**config.mk**
```make
export PLATFORM = sky130hd
export DESIGN_NAME = csplit_progress
export DESIGN_NICKNAME = d
export VERILOG_FILES = /design/src/rtl/csplit_progress.sv
export SDC_FILE = /design/constraint.sdc
export NUM_CORES = 1
export LEC_CHECK = 0
export CAP_MARGIN = 0
export CORE_MARGIN = 3
export CORE_UTILIZATION = 40
export DETAILED_ROUTE_END_ITERATION = 8
export GPL_TIMING_DRIVEN = 0
export PLACE_DENSITY = 0.8
export SETUP_SLACK_MARGIN = 0.2
export SYNTH_ARGS = -nofsm -noshare
export SYNTH_HDL_FRONTEND = slang
export SYNTH_SLANG_ARGS = --single-unit
```
**constraint.sdc**
```tcl
create_clock -name clk -period 2.3 [get_ports clk]
set_input_delay 0.69 -clock clk [delete_from_list [all_inputs] [get_ports clk]]
set_output_delay 0.69 -clock clk [all_outputs]
set_load 0.05 [all_outputs]
```
**src/rtl/csplit_progress.sv**
```systemverilog
module csplit_progress #(
  parameter int SLOTS = 8
) (
  input  logic                       clk,
  input  logic                       rst_n,
  input  logic                       reload,
  input  logic [SLOTS-1:0]           cmask_in,
  input  logic [$clog2(SLOTS)-1:0]   uframe,
  input  logic                       cs_req,
  input  logic                       last_data,
  output logic                       cs_permit,
  output logic                       cs_miss,
  output logic                       cs_done,
  output logic                       err_flag,
  output logic                       active,
  output logic [SLOTS-1:0]           prog_mask
);

  localparam logic [SLOTS-1:0] ONE = {{(SLOTS-1){1'b0}}, 1'b1};

  logic [SLOTS-1:0] cmask_q;
  logic [SLOTS-1:0] slot, below, need, above;
  logic             hit, order_ok, is_final, permit_now, miss_now, finish;

  assign slot       = ONE << uframe;
  assign below      = slot - ONE;
  assign need       = cmask_q & below;
  assign above      = cmask_q & ~(below | slot);
  assign order_ok   = (prog_mask & need) == need;
  assign is_final   = above == '0;
  assign hit        = cs_req && active && !reload && |(cmask_q & slot);
  assign permit_now = hit && order_ok;
  assign miss_now   = hit && !order_ok;
  assign finish     = permit_now && (last_data || is_final);

  always_ff @(posedge clk) begin
    if (!rst_n) begin
      cmask_q   <= '0;
      prog_mask <= '0;
      err_flag  <= 1'b0;
      active    <= 1'b0;
      cs_permit <= 1'b0;
      cs_miss   <= 1'b0;
      cs_done   <= 1'b0;
    end else begin
      cs_permit <= permit_now;
      cs_miss   <= miss_now;
      cs_done   <= finish;
      if (reload) begin
        cmask_q   <= cmask_in;
        prog_mask <= '0;
        err_flag  <= 1'b0;
        active    <= |cmask_in;
      end else begin
        if (permit_now) prog_mask <= prog_mask | slot;
        if (miss_now)   err_flag  <= 1'b1;
        if (finish)     active    <= 1'b0;
      end
    end
  end

  a_r4_permit_miss_exclusive: assert property (@(posedge clk) disable iff (!rst_n)
    !(cs_permit && cs_miss));

  a_r2_reload_clears: assert property (@(posedge clk) disable iff (!rst_n)
    reload |=> (prog_mask == '0) && !err_flag);

  a_r5_err_sticky: assert property (@(posedge clk) disable iff (!rst_n)
    (err_flag && !reload) |=> err_flag);

  a_r3_progress_monotone: assert property (@(posedge clk) disable iff (!rst_n)
    !reload |=> (prog_mask & $past(prog_mask)) == $past(prog_mask));

  a_r7_done_drops_active: assert property (@(posedge clk) disable iff (!rst_n)
    cs_done |-> !active);

  a_r8_no_pulse_without_req: assert property (@(posedge clk) disable iff (!rst_n)
    !cs_req |=> !cs_permit && !cs_miss && !cs_done);

  a_r4_miss_keeps_progress: assert property (@(posedge clk) disable iff (!rst_n)
    (cs_miss && !$past(reload)) |-> $stable(prog_mask));

endmodule

```
== Word level (Yosys, flattened, before mapping) ==
Cells that the tools add are included.
Storage, ports and cells
  register bits: 21
  output and inout port bits: 13
Operators by class
  add/sub/neg operators: 1
  equal/unequal tests: 1
  shift operators: 1
  multiplexer cells: 2
  bitwise operators: 8
  reduce and logical (&&, ||, !) cells: 14
Operators with widths (number)
  $and 8x8->8: 4
  $or 8x8->8: 2
  $reduce_or 8->1: 2
  $eq 8x8->1: 1
  $logic_not 8->1: 1
  $not 8->8: 1
  $shl 1x3->8 const A: 1
  $sub 8x1->8 const B: 1
  $logic_and 1x1->1: 6
  $logic_not 1->1: 2
  $mux 1: 2
  $reduce_bool 2->1: 1
  $reduce_or 2->1: 1
  $logic_or 1x1->1: 1
  $not 1->1: 1

== Logic depth before layout (Yosys ltp) ==
  depth in word-level cells: 10
  depth in mapped cells: 8
  mapped depth without buffers: 6

== Worst setup path before layout ==
Ideal clock, no wire load.
  path kind: input-to-reg
  from: input uframe[0]
  to: register prog_mask[4]
  arrival time: 2.262 ns
  path slack: -0.047 ns
  cell stages on the path: 8
  buffers on the path: 2
  path through: buf_2 nand3_1 ha_1 and3b_1 a311oi_1 nand4b_2 buf_6 o31ai_2
Between the ends
  word-level cells in the longest chain between the ends: 6
  elaborated cells on any way between the ends: 10
  classes of those cells: 1 x add/sub; 1 x eq/ne; 1 x shift; 4 x bitwise; 3 x reduce/logical
Ends and longest elaborated chain
  start, declared: RTL line 8  | input logic [$clog2(SLOTS)-1:0] uframe,
  $shl 1x3->8 (*): RTL line 25  | assign slot = ONE << uframe;
  $sub 8x1->8: RTL line 26  | assign below = slot - ONE;
  $and 8x8->8: RTL line 27  | assign need = cmask_q & below;
  $and 8x8->8: RTL line 29  | assign order_ok = (prog_mask & need) == need;
  $eq 8x8->1: RTL line 29
  $logic_and 1x1->1: RTL line 32  | assign permit_now = hit && order_ok;
  end signal, assigned: RTL line 55  | if (permit_now) prog_mask <= prog_mask | slot;
  end, declared: RTL line 16  | output logic [SLOTS-1:0] prog_mask
Every way passes the cells marked *; elsewhere a longest branch is shown, timed or not.
A chain may end at the register's enable or synchronous reset.

== Worst setup path after layout ==
  from: input uframe[0]
  to: register cs_permit
Between the ends
  word-level cells in the longest chain between the ends: 6
  elaborated cells on any way between the ends: 9
  classes of those cells: 1 x add/sub; 1 x eq/ne; 1 x shift; 3 x bitwise; 3 x reduce/logical
Ends and longest elaborated chain
  $shl 1x3->8 (*): RTL line 25
  $sub 8x1->8: RTL line 26
  $and 8x8->8: RTL line 27
  $and 8x8->8: RTL line 29
  $eq 8x8->1: RTL line 29
  $logic_and 1x1->1 (*): RTL line 32
  end signal, assigned: RTL line 46  | cs_permit <= permit_now;
  end, declared: RTL line 11  | output logic cs_permit,
Marked as above.

==> metrics.cfg <==
[sta]
rsz0062_at_grt=yes
slew-limit-headroom=0.661
timing.final.crit_share=0.898
final-max-slew-violation-count=0
hold_viol=0
worst_hold_slack_ns=0.459
max_slew.worst_pin.slew_ns=0.509
tns_ns=0
period_needed_ns=2.07
finalClockSkew_ns=0.00451
layout_setup_ws_ns=0.234
max_freq_mhz=484
setup_viol=0

[power_and_ir_drop]
ir_drop_uv=318
p_per_area_nw_per_um2=440
p_leak_nw=0.732

[yosys]
avgSynthCellArea_um2=9.11
yosysWarnings=0
syn_area_um2=1100
synth_top_flop_cell=dfxtp_1
synth_seq_cells=21
ys_seq_area_frac=0.381
syn_nets=138
async_flop_share=0
synth-edff-count=0
syn_inst=121
synthDistinctLibCells=39

[clock_tree]
clkTransAtPathRegs_ns=0.12
htree_levels=1
cts_sinks=21
cts_tree=built
worstSkewPairLatency_ns=0.31
clockBufferDepth=2
numCtsBuffers=3
cts_root_buffer=clkbuf_4

[grt]
grt_start_max_net_pins=13
grt_pass1_wl_mm=5.38
grt_overflow_total=0
grt_pass1_vias=1146
antenna_found_initial=0
grt_use_total=0.205

[drt]
firstDrtPassIters=5
detail_route.vias_per_cell=5.48
ant_nets=0
initialDrtViolationCount=39
wirelength_mm=3.15
drc=0
vias=1064
post_drt_wl_per_cell_um=16.2

[worst_setup_path]
cp_data_arrival_time_ns=2.26
setup.worst_path.class=in -> reg
cp-start-kind=primary input
cp-startpoint=uframe[0]
cp.required_ns=2.50
r2r_start=cmask_q[6]
critPathMaxFanout=5
crit_path_end_kind=flop

[run]
maxCapViolations=0

[cells_and_area]
drive_gt1_frac=0.274
fin_util=0.660
mostFrequentLayoutCell=dfxtp_1
area_growth_pct=52.3
ff_latch_area_um2=420
nets=182
layout.cells.non_filler=194
diodes=0
final_cell_mix=dfxtp_1, nand2_1, dlygate4sd2_1, nor2_1, clkdlybuf4s50_1
multi_input_area_um2=702
n_fill_cell=209

[floorplan]
die_h_um=58.5
die_x_um=58.5
start_util=0.433
die_area_um2=3420
io_pins=29
row_count=18
core_um2=2540

[placed_design]
dp.cells=179
globalplace.congestion=0.919
hpwlAfterDp_mm=2.20
pre_cts_slack_ns=-0.658
io_buffers=28

[worst_hold_path]
hold_path.class=reg -> reg
hp-start=err_flag

[outcome]
outcome=finished clean

layer usage:
metal	vias to the layer above	GRT usage	routed length, µm	share of wire
met5	-	0	0	0
li1	525	-	-	-
met1	507	0.249	1350	0.43
met2	30	0.362	1620	0.51
met4	0	0.0298	12	0.0038
met3	2	0.0636	167	0.053
synthesized netlist by cell type (2+ instances only):
cell type / count / area, µm²
a21oi_1: 2 / 10.0
a31oi_1: 2 / 12.5
buf_2: 2 / 10.0
buf_6: 2 / 22.5
clkbuf_1: 3 / 11.3
dfxtp_1: 21 / 420
inv_1: 4 / 15.0
mux2i_1: 10 / 100
nand2_1: 13 / 48.8
nand2b_1: 4 / 25.0
nand3_1: 5 / 25.0
nor2_1: 13 / 48.8
nor2b_1: 3 / 18.8
nor3_1: 5 / 25.0
nor4_1: 2 / 12.5
o21ai_1: 2 / 10.0
o21ai_2: 3 / 26.3
o31ai_2: 3 / 37.5
o41ai_2: 2 / 32.5
metrics by stage:
step,total power [W],instance area (µm²)
floorplan,0.000478,1170
detailed placement,0.000532,1490
finish,0.000738,1680
global placement,0.000529,1490
CTS,0.000734,1650
global route,0.000770,1680
layout make-up:
class	count	area share
Buffer	7	0.0499
Clock buffer	3	0.0134
Clock inverter	1	0.00298
Inverter	5	0.0112
Multi-Input combinational cell	88	0.418
Sequential cell	21	0.250
Tap cell	30	0.0224
Timing Repair Buffer	39	0.232
report_power, final:
group	switching, W	internal, W	total [W]
Sequential	0.00000974	0.000374	0.000383
Clock	0.000118	0.0000650	0.000183
Combinational	0.0000839	0.0000877	0.000172
Total	0.000212	0.000526	0.000738
worst paths after layout:
check,end,slack [ns],cells past startpoint
setup reg to reg,cs_permit,0.48,7
hold / removal,err_flag,0.46,2
hold reg to reg,err_flag,0.46,2
setup / recovery,cs_permit,0.23,9
logic make-up (layout without fill, tap and decap cells):
kind of cell | after synthesis | in the layout | synth area share
AOI/OAI and AO/OA | 23 | 23 | 0.188
adders and majority gates | 1 | 1 | 0.0113
buffers and inverters | 12 | 55 | 0.0567
DFF | 21 | 21 | 0.381
muxes | 11 | 11 | 0.104
and+or+nand+nor | 53 | 53 | 0.258
worst max-delay path: stages:
cell,delay (ns)
buf_8,0.10
buf_6,0.11
mux2_4,0.29
a22o_1,0.22
a2111o_1,0.43
nand4b_4,0.15
buf_6,0.12
buf_16,0.11
nor2_1,0.04
registers in the layout, indices dropped and copies added, names as in the netlist:
signal and count:
cs_permit 1, cmask_q 8, active 1, err_flag 1, cs_miss 1, prog_mask 8, cs_done 1
what timing repair did:
item                                   in CTS  in global routing
hold buffers                                0                  0
setup endpoints to repair                  26                 10
gates cloned                                1                  0
pin swaps                                   3                 11
gates resized for setup                    43                  8
buffers inserted                           10                  0
endpoints found under the hold margin       0                  0
No activity file was read; power rests on OpenSTA's default activity.
